### src/rtl/apic_wv_pkg.sv
// Package: shared constants and types for the register write validator.
// Assumes a 64-bit write bus; the bit positions below are fixed by the
// command-register layout that downstream interrupt logic decodes.
package apic_wv_pkg;

    localparam int DATA_W   = 64;
    localparam int VEC_W    = 8;
    localparam int DEST_W   = 32;
    localparam int DEST_LSB = 32;
    localparam int BUSY_BIT = 12;

    // Command bits that must be zero or the write faults.
    localparam logic [DATA_W-1:0] CMD_RESV_MASK = 64'h0000_0000_FFF3_2000;
    // Command bits that must be zero for the fast path.
    localparam logic [DATA_W-1:0] CMD_SLOW_MASK = 64'h0000_0000_000C_9F00;
    // Bit that is never stored.
    localparam logic [DATA_W-1:0] BUSY_MASK     = 64'h1 << BUSY_BIT;

    typedef enum logic [2:0] {
        WR_NONE,
        WR_STORE,
        WR_FAULT,
        WR_UNSUP,
        WR_IPI,
        WR_TRAP
    } wr_outcome_e;

    typedef enum logic [1:0] {
        SEL_CMD,
        SEL_LEVEL,
        SEL_SELF,
        SEL_ACK
    } reg_sel_e;

endpackage

### src/rtl/apic_wv_decode.sv
// Module: apic_wv_decode
// Classifies one write by index and data into an outcome and a register
// select. Purely combinational; the caller gates the result with its own
// accept strobe.
module apic_wv_decode
    import apic_wv_pkg::*;
#(
    parameter int          IDX_W     = 12,
    parameter int unsigned CMD_IDX   = 'h830,
    parameter int unsigned LEVEL_IDX = 'h808,
    parameter int unsigned SELF_IDX  = 'h83F,
    parameter int unsigned ACK_IDX   = 'h80B,
    parameter int          NARROW_W  = 8
) (
    input  logic [IDX_W-1:0]  idx,
    input  logic [DATA_W-1:0] data,
    output wr_outcome_e       outcome,
    output reg_sel_e          sel
);

    localparam logic [DATA_W-1:0] NARROW_RESV = {DATA_W{1'b1}} << NARROW_W;

    logic cmd_resv;
    logic cmd_slow;
    logic narrow_resv;
    logic any_set;

    // Reserved-field and fast-path qualifier terms.
    always_comb begin
        cmd_resv    = |(data & CMD_RESV_MASK);
        cmd_slow    = |(data & CMD_SLOW_MASK);
        narrow_resv = |(data & NARROW_RESV);
        any_set     = |data;
    end

    // Index match and outcome selection.
    always_comb begin
        sel     = SEL_CMD;
        outcome = WR_UNSUP;
        if (idx == IDX_W'(CMD_IDX)) begin
            sel = SEL_CMD;
            if (cmd_resv)      outcome = WR_FAULT;
            else if (cmd_slow) outcome = WR_TRAP;
            else               outcome = WR_IPI;
        end else if (idx == IDX_W'(LEVEL_IDX)) begin
            sel     = SEL_LEVEL;
            outcome = narrow_resv ? WR_FAULT : WR_STORE;
        end else if (idx == IDX_W'(SELF_IDX)) begin
            sel     = SEL_SELF;
            outcome = narrow_resv ? WR_FAULT : WR_STORE;
        end else if (idx == IDX_W'(ACK_IDX)) begin
            sel     = SEL_ACK;
            outcome = any_set ? WR_FAULT : WR_STORE;
        end
    end

endmodule

### src/rtl/apic_wv_regfile.sv
// Module: apic_wv_regfile
// Holds the command register (bit 12 forced to zero) and the narrow
// registers, and serves combinational read-back. Assumes write enables
// are already qualified (no faults reach here).
module apic_wv_regfile
    import apic_wv_pkg::*;
#(
    parameter int          IDX_W     = 12,
    parameter int unsigned CMD_IDX   = 'h830,
    parameter int unsigned LEVEL_IDX = 'h808,
    parameter int unsigned SELF_IDX  = 'h83F,
    parameter int          NARROW_W  = 8,
    parameter int          NARROW_N  = 2
) (
    input  logic                clk,
    input  logic                rst_n,
    input  logic                we_cmd,
    input  logic [NARROW_N-1:0] we_narrow,
    input  logic [DATA_W-1:0]   wdata,
    input  logic [IDX_W-1:0]    rd_idx,
    output logic [DATA_W-1:0]   rd_data,
    output logic [DATA_W-1:0]   cmd_q
);

    logic [NARROW_W-1:0] narrow_q [NARROW_N];

    // Command register storage; the busy position is never kept.
    always_ff @(posedge clk) begin
        if (!rst_n)      cmd_q <= '0;
        else if (we_cmd) cmd_q <= wdata & ~BUSY_MASK;
    end

    // One narrow register per slot (0 = level, 1 = self-vector).
    for (genvar g = 0; g < NARROW_N; g++) begin : g_narrow
        always_ff @(posedge clk) begin
            if (!rst_n)          narrow_q[g] <= '0;
            else if (we_narrow[g]) narrow_q[g] <= wdata[NARROW_W-1:0];
        end
    end

    // Read-back mux; unlisted indices return zero.
    always_comb begin
        rd_data = '0;
        if (rd_idx == IDX_W'(CMD_IDX))        rd_data = cmd_q;
        else if (rd_idx == IDX_W'(LEVEL_IDX)) rd_data = DATA_W'(narrow_q[0]);
        else if (rd_idx == IDX_W'(SELF_IDX))  rd_data = DATA_W'(narrow_q[1]);
    end

endmodule

### src/rtl/apic_wv_ipi_slot.sv
// Module: apic_wv_ipi_slot
// One-entry holding slot for a fast-path interrupt request on a
// valid/ready port. Assumes load is only asserted while the slot is empty.
module apic_wv_ipi_slot #(
    parameter int VEC_W  = 8,
    parameter int DEST_W = 32
) (
    input  logic              clk,
    input  logic              rst_n,
    input  logic              load,
    input  logic [VEC_W-1:0]  vec_in,
    input  logic [DEST_W-1:0] dest_in,
    input  logic              ready,
    output logic              valid,
    output logic [VEC_W-1:0]  vec,
    output logic [DEST_W-1:0] dest
);

    // Fill on load, drain on handshake.
    always_ff @(posedge clk) begin
        if (!rst_n) begin
            valid <= 1'b0;
            vec   <= '0;
            dest  <= '0;
        end else if (load) begin
            valid <= 1'b1;
            vec   <= vec_in;
            dest  <= dest_in;
        end else if (ready) begin
            valid <= 1'b0;
        end
    end

endmodule

### src/rtl/apic_wr_validator.sv
// Module: apic_wr_validator
// Top of the register write validator. Accepts a write when no fast-path
// request is pending, classifies it, updates storage and emits one-cycle
// fault / unsupported / trap pulses in the cycle after acceptance.
module apic_wr_validator
    import apic_wv_pkg::*;
#(
    parameter int          IDX_W     = 12,
    parameter int unsigned CMD_IDX   = 'h830,
    parameter int unsigned LEVEL_IDX = 'h808,
    parameter int unsigned SELF_IDX  = 'h83F,
    parameter int unsigned ACK_IDX   = 'h80B,
    parameter int          NARROW_W  = 8
) (
    input  logic              clk,
    input  logic              rst_n,
    input  logic              wr_valid,
    output logic              wr_ready,
    input  logic [IDX_W-1:0]  wr_idx,
    input  logic [63:0]       wr_data,
    input  logic [IDX_W-1:0]  rd_idx,
    output logic [63:0]       rd_data,
    output logic              fault_pulse,
    output logic              unsup_pulse,
    output logic              trap_pulse,
    output logic [63:0]       trap_cmd,
    output logic              ipi_valid,
    input  logic              ipi_ready,
    output logic [7:0]        ipi_vector,
    output logic [31:0]       ipi_dest
);

    localparam int NARROW_N = 2;

    wr_outcome_e         outcome;
    reg_sel_e            sel;
    logic                accept;
    logic                we_cmd;
    logic [NARROW_N-1:0] we_narrow;
    logic                ipi_load;

    apic_wv_decode #(
        .IDX_W(IDX_W), .CMD_IDX(CMD_IDX), .LEVEL_IDX(LEVEL_IDX),
        .SELF_IDX(SELF_IDX), .ACK_IDX(ACK_IDX), .NARROW_W(NARROW_W)
    ) u_decode (
        .idx     (wr_idx),
        .data    (wr_data),
        .outcome (outcome),
        .sel     (sel)
    );

    // Accept strobe and per-register write enables.
    always_comb begin
        wr_ready     = !ipi_valid;
        accept       = wr_valid && wr_ready;
        we_cmd       = accept && (outcome == WR_IPI || outcome == WR_TRAP);
        ipi_load     = accept && (outcome == WR_IPI);
        we_narrow[0] = accept && (outcome == WR_STORE) && (sel == SEL_LEVEL);
        we_narrow[1] = accept && (outcome == WR_STORE) && (sel == SEL_SELF);
    end

    apic_wv_regfile #(
        .IDX_W(IDX_W), .CMD_IDX(CMD_IDX), .LEVEL_IDX(LEVEL_IDX),
        .SELF_IDX(SELF_IDX), .NARROW_W(NARROW_W), .NARROW_N(NARROW_N)
    ) u_regs (
        .clk       (clk),
        .rst_n     (rst_n),
        .we_cmd    (we_cmd),
        .we_narrow (we_narrow),
        .wdata     (wr_data),
        .rd_idx    (rd_idx),
        .rd_data   (rd_data),
        .cmd_q     (trap_cmd)
    );

    apic_wv_ipi_slot #(.VEC_W(VEC_W), .DEST_W(DEST_W)) u_ipi (
        .clk     (clk),
        .rst_n   (rst_n),
        .load    (ipi_load),
        .vec_in  (wr_data[VEC_W-1:0]),
        .dest_in (wr_data[DEST_LSB +: DEST_W]),
        .ready   (ipi_ready),
        .valid   (ipi_valid),
        .vec     (ipi_vector),
        .dest    (ipi_dest)
    );

    // One-cycle outcome pulses for the accepted write.
    always_ff @(posedge clk) begin
        if (!rst_n) begin
            fault_pulse <= 1'b0;
            unsup_pulse <= 1'b0;
            trap_pulse  <= 1'b0;
        end else begin
            fault_pulse <= accept && (outcome == WR_FAULT);
            unsup_pulse <= accept && (outcome == WR_UNSUP);
            trap_pulse  <= accept && (outcome == WR_TRAP);
        end
    end

endmodule

### config.mk
export PLATFORM = sky130hd
export DESIGN_NAME = apic_wr_validator
export DESIGN_NICKNAME = d
export VERILOG_FILES = /design/src/rtl/apic_wv_pkg.sv /design/src/rtl/apic_wv_decode.sv /design/src/rtl/apic_wv_regfile.sv /design/src/rtl/apic_wv_ipi_slot.sv /design/src/rtl/apic_wr_validator.sv
export SDC_FILE = /design/constraint.sdc
export NUM_CORES = 1
export LEC_CHECK = 0
export ABC_CLOCK_PERIOD_IN_PS = 1800
export BUFFER_PORTS_ARGS = -buffer_cell sky130_fd_sc_hd__buf_2
export CAP_MARGIN = 0
export CORE_MARGIN = 2
export CORE_UTILIZATION = 41
export CTS_CLUSTER_DIAMETER = 60
export DETAILED_ROUTE_END_ITERATION = 10
export PLACE_DENSITY_LB_ADDON = 0.12
export SLEW_MARGIN = 0
export SYNTH_ARGS = -nofsm -noshare
export SYNTH_HDL_FRONTEND = slang
export SYNTH_SLANG_ARGS = --single-unit
### constraint.sdc
create_clock -name clk -period 1.8 [get_ports clk]
set_input_delay 0.09 -clock clk [delete_from_list [all_inputs] [get_ports clk]]
set_output_delay 0.09 -clock clk [all_outputs]
set_load 0.05 [all_outputs]
# Word level (Yosys, flattened, before mapping)
# Memory sizes are Yosys's and may differ from the RTL's.
# Index checks and enable logic that the tools add are counted.
[word_totals]
input_bits = 92
out_inout_bits = 173
mem_bits_rw = 16
memories = 1
regBits = 107
word_cells = 66
[op_classes]
bitwise = 2
n_reduce_logical = 16
mux = 26
eq_ne = 14
[mem_list]
columns = ["name", "depth", "word_bits", "rd", "rd_clocked_by_memory_dff", "wr", "line_no", "text"]
rows = [
  ["u_regs.narrow_q", 2, 8, 2, 0, 2, "apic_wv_regfile.sv:25", "logic [NARROW_W-1:0] narrow_q [NARROW_N];"],
]
[ops]
columns = ["cell", "n"]
rows = [
  ["$mux W64", 2],
  ["$eq A12 B12 Y1 const B", 7],
  ["$reduce_or A64 Y1", 1],
  ["$reduce_or A56 Y1", 1],
  ["$mux W8", 3],
  ["$mux W3", 5],
  ["$reduce_or A15 Y1", 1],
  ["$mux W2", 6],
  ["$mux W1", 10],
  ["$logic_and A1 B1 Y1", 9],
  ["$reduce_or A8 Y1", 1],
  ["$eq A3 B2 Y1 const B", 2],
  ["$eq A3 B3 Y1 const B", 2],
  ["$eq A3 B1 Y1 const B", 1],
  ["$eq A2 B1 Y1 const B", 1],
  ["$eq A2 B2 Y1 const B", 1],
  ["$or A1 B1 Y1", 2],
  ["$reduce_bool A2 Y1", 1],
  ["$logic_not A1 Y1", 1],
  ["$logic_or A1 B1 Y1", 1],
]

# Logic depth before layout (Yosys ltp)
[depth]
depth_word = 13
ltp_mapped = 7
ltp_nobuf = 5

# Modules after synthesis
# Synthesis repeated with hierarchy kept, for this count alone.
[unflattened]
cells_unflattened = 548
area_unflattened_um2 = 5662.9
[by_module_without_submodules]
columns = ["module", "cells_each", "area_each_um2", "seq_area_each_um2", "instances"]
rows = [
  ["apic_wv_regfile", 356, 3616.0, 1741.7, 1],
  ["apic_wv_ipi_slot", 132, 1591.5, 820.8, 1],
  ["apic_wv_decode", 45, 307.8, 0.0, 1],
  ["apic_wr_validator", 15, 147.6, 60.1, 1],
]

# Worst setup path before layout
# OpenSTA, ideal clock, no wires.
[synth_timing]
path_kind = "register -> register"
from = "register u_ipi.valid"
to = "register u_regs.cmd_q[19]"
synth_period_minus_slack_ns = 1.891
required_time_ns = 1.730
setup_time_ns = 0.070
path_stages_with_launch = 8
arrival_ns = 1.820
n_path_buf = 2
path_slack_ns = -0.091
cell_sequence = "dfxtp_1 inv_1 nand2_1 nor4_4 buf_4 buf_6 nand2_1 a21oi_1"
[synth_between]
elab_chain_len = 3
[synth_rtl]
columns = ["element", "line_no", "text"]
rows = [
  ["from (decl)", "apic_wv_ipi_slot.sv:14", "output logic valid,"],
  ["from (signal assigned)", "apic_wv_ipi_slot.sv:22", "valid <= 1'b0;"],
  ["from (signal assigned)", "apic_wv_ipi_slot.sv:26", "valid <= 1'b1;"],
  ["from (signal assigned)", "apic_wv_ipi_slot.sv:30", "valid <= 1'b0;"],
  ["$logic_not A1 Y1", "apic_wr_validator.sv:54", "wr_ready = !ipi_valid;"],
  ["named net wr_ready", "apic_wr_validator.sv:18", "output logic wr_ready,"],
  ["$logic_and A1 B1 Y1", "apic_wr_validator.sv:55", "accept = wr_valid && wr_ready;"],
  ["$logic_and A1 B1 Y1", "apic_wr_validator.sv:56", "we_cmd = accept && (outcome == WR_IPI || outcome == WR_TRAP);"],
  ["to (signal assigned)", "apic_wv_regfile.sv:30", "else if (we_cmd) cmd_q <= wdata & ~BUSY_MASK;"],
  ["to (decl)", "apic_wv_regfile.sv:22", "output logic [DATA_W-1:0] cmd_q"],
]
# The timed path passes the listed nets, and every way through them passes these cells.
# A chain may end at the register's enable or synchronous reset.

# Worst setup path after layout
[layout_timing]
from = "input rd_idx[2]"
to = "output rd_data[56]"
[layout_between]
elab_chain_len = 2
[layout_rtl]
columns = ["element", "line_no", "text"]
rows = [
  ["from (decl)", "apic_wr_validator.sv:21", "input logic [IDX_W-1:0] rd_idx,"],
  ["$eq A12 B12 Y1", "apic_wv_regfile.sv:44", "if (rd_idx == IDX_W'(CMD_IDX)) rd_data = cmd_q;"],
  ["$mux W64", "apic_wv_regfile.sv:44", ""],
  ["to (decl)", "apic_wr_validator.sv:22", "output logic [63:0] rd_data,"],
]
# No other way between the ends.

==> impl_metrics.py <==
metrics = {
    "grt": {
        "grtUsageTotal_pct": 24.28,
        "gr-total-overflow": 0,
        "grt_pass1_vias": 5203,
        "grt_pass1_wl_um": 25430,
        "grt_start_max_net_pins": 78,
        "grt_antenna_before_repair": 0,
    },
    "logic_synthesis": {
        "synth.top_cell.area_share_pct": 41.16,
        "yosys.cell_types.count": 40,
        "ys_top_cells_by_count": "179 x nand2_1, 107 x dfxtp_1, 90 x a21oi_1",
        "synth_area_leaders": "dfxtp_1 41%, nand2_1 13%, edfxtp_1 9.2%",
        "avgSynthCellArea_um2": 8.475,
        "synth_flop_cell": "dfxtp_1",
        "netlist.top_cell.by_area": "dfxtp_1",
        "yosysMostFrequentCell": "nand2_1",
        "synth_edf_count": 16,
        "yosysWarnings": 0,
        "syn_area_um2": 5204,
        "syn-instance-count": 614,
        "synth_seq_area_share_pct": 50.40,
        "ys_ff_latch": 123,
        "ys_async_sr_fraction_pct": 0,
    },
    "clock_tree": {
        "cts_root_buf": "clkbuf_16",
        "clkLatencyLatePin_ns": 0.41,
        "cts_tree": "done",
        "clock_path_buffers": 2,
        "numClockSinks": 123,
        "htree_levels": 4,
        "cts_buffers": 17,
        "clk_pin_slew_ns": 0.06,
    },
    "power_and_ir_drop": {
        "peakVddDrop_mv": 0.4443,
        "p_per_area_nw_per_um2": 791.2,
        "pwr-share-clk_pct": 49.2,
        "leakage_nw": 3.759,
        "p_total_w": 0.006226,
        "p_comb_share_pct": 5.7,
        "netSwitchingFraction_pct": 22.48,
        "p_switching_w": 0.001400,
        "p_int_w": 0.004826,
        "seq_power_share_pct": 45.1,
    },
    "setup_path": {
        "cp-end-kind": "primary output",
        "arrival_ns": 1.68,
        "start_kind": "primary input",
        "critPathMaxFanout": 27,
        "worstSetupPathType": "in -> out",
        "crit_end": "rd_data[56]",
        "crit_start": "rd_idx[2]",
        "reg2reg_from": "u_ipi.valid$_SDFFE_PN0P_",
        "r2r_cells": 6,
        "worstPathRequired_ns": 1.71,
        "timing.rr.end": "u_ipi.vec[0]$_SDFFE_PN0P_",
        "r2r_slack_ns": 0.24,
    },
    "floorplanning": {
        "initial_core_util_pct": 41.57,
        "die_h_um": 116.7,
        "die_x_um": 116.7,
        "fp-row-count": 41,
        "design.die.area_um2": 13610,
        "core_area_um2": 12520,
        "io_pins": 265,
    },
    "placement": {
        "port_buffers": 262,
        "gp_congestion": 0.8805,
        "hpwlAfterDp_um": 12440,
    },
    "detailed_routing": {
        "drt_pre_antenna_iters": 7,
        "detail-route-antenna-nets": 0,
        "routedWlPerCell_um": 15.71,
        "vias": 5625,
        "via_per_inst": 5.045,
        "drc": 0,
        "drt_iter0_drc": 396,
        "routed_wl_um": 17510,
    },
    "sta": {
        "hold_violations": 0,
        "maxSlewHeadroom_pct": 45.06,
        "finalSetupViolations": 0,
        "fin_skew_ns": 0.006315,
        "max_freq_ghz": 0.5658,
        "final.min_clock_period_ns": 1.768,
        "final.period_utilization_pct": 98.20,
        "drv_slew": 0,
        "tightest_slew_ns": 0.8241,
    },
    "cells_and_area": {
        "multi_input_area_um2": 2387,
        "area_growth_pct": 51.21,
        "regArea_um2": 2624,
        "fillers": 1152,
        "fin_nets": 1022,
        "final_util_pct": 62.86,
        "drive_above_1_share_pct": 39.92,
    },
    "run_status": {
        "status": "complete, no violations",
    },
    "job": {
        "maxCapViolations": 0,
    },
    "hold_path": {
        "worstHoldPathType": "in -> reg",
    },
}
-- power groups by stage --
stage          sequential [W]  clock, W  combinational (W)
2_1_floorplan         0.00286         0          0.0000860
3_3_place_gp          0.00286         0           0.000323
3_5_place_dp          0.00286         0           0.000327
4_1_cts               0.00281   0.00312           0.000351
5_1_grt               0.00280   0.00326           0.000382
6_report              0.00281   0.00306           0.000356
-- metal layers --
layer  vias to the layer above  track usage [%]  share of wire [%]
met3                        18            7.265                7.8
met1                      2590            30.28                 42
met4                         0            8.549                1.7
met2                       268            40.16                 48
li1                       2749                -                  -
met5                         -                0                  0
-- critical path, stage by stage --
cell and delay (ns):
buf_2 0.11, or3_1 0.39, buf_4 0.16, nor3_4 0.15
buf_4 0.18, clkbuf_16 0.19, and2_1 0.13, buf_2 0.25
-- worst min path at each step --
stage	from	endpoint	slack (ns)	cells after the start
global route	wr_data[36]	u_ipi.dest[4]$_SDFFE_PN0P_	0.05	4
floorplan	wr_data[32]	u_ipi.dest[0]$_SDFFE_PN0P_	0.23	2
detailed placement	ipi_ready	u_ipi.valid$_SDFFE_PN0P_	0.36	3
global placement	ipi_ready	u_ipi.valid$_SDFFE_PN0P_	0.35	3
finish	wr_data[58]	u_regs.cmd_q[58]$_SDFFE_PN0P_	0.06	4
CTS	wr_data[58]	u_regs.cmd_q[58]$_SDFFE_PN0P_	0.04	4
-- sequential cells by signal, indices dropped and copies added, names as in the netlist --
| signal | count |
|---|---|
| u_regs.cmd_q | 63 |
| u_regs.narrow_q | 16 |
| fault_pulse | 1 |
| unsup_pulse | 1 |
| u_ipi.valid | 1 |
| trap_pulse | 1 |
| u_ipi.dest | 32 |
| u_ipi.vec | 8 |
-- layout make-up --
type	instances	area share (%)
multi-input cells	439	30.34
clock inverters	11	0.8745
inverters	10	0.5247
repair buffers	339	26.20
diodes	1	0.03180
flip-flops and latches	123	33.34
well taps	172	2.735
clock buffers	20	5.947
-- kinds of logic after synthesis --
kind of cell,Yosys count,share of synthesized area (%)
AO/OA/AOI/OAI,110,12.05
other,1,0.07206
buffers and inverters,53,4.544
flip-flops,123,50.40
AND/OR/NAND/NOR,327,32.94
-- layout by cell type (no fill, tap or decap), types with 6 or more instances in the layout --
cell,count
a21oi_1,90
a222oi_1,8
and2_1,59
and3_1,19
and4_1,19
buf_12,8
buf_2,253
buf_4,56
clkbuf_16,19
clkbuf_4,8
dfxtp_1,106
dlygate4sd3_1,13
edfxtp_1,16
inv_1,8
nand2_1,179
nand4_1,6
nor3_1,6
nor4_1,11
-- what timing repair did --
action                                  4_1_cts  5_1_grt
endpoints found under the setup margin        5       95
pin swaps                                     0        1
buffers inserted                              0        1
hold endpoints to repair                     19        0
gates resized for setup                       2       12
hold buffers                                 13        0
gates cloned                                  0        1
-- metrics by stage --
step	TNS [ns]	instances	area, um^2	hold slack, ns	worst slack, ns
2_1_floorplan	0	615	5221	0.2305	0.02540
3_3_place_gp	-7.602	1068	7127	0.3467	-0.2638
3_5_place_dp	-10.81	1068	7127	0.3560	-0.3115
4_1_cts	0	1112	7797	0.04284	0.005199
5_1_grt	-0.7016	1114	7866	0.05370	-0.02912
6_report	0	1115	7869	0.05886	0.03249
Power figures use the tool's default switching activity.
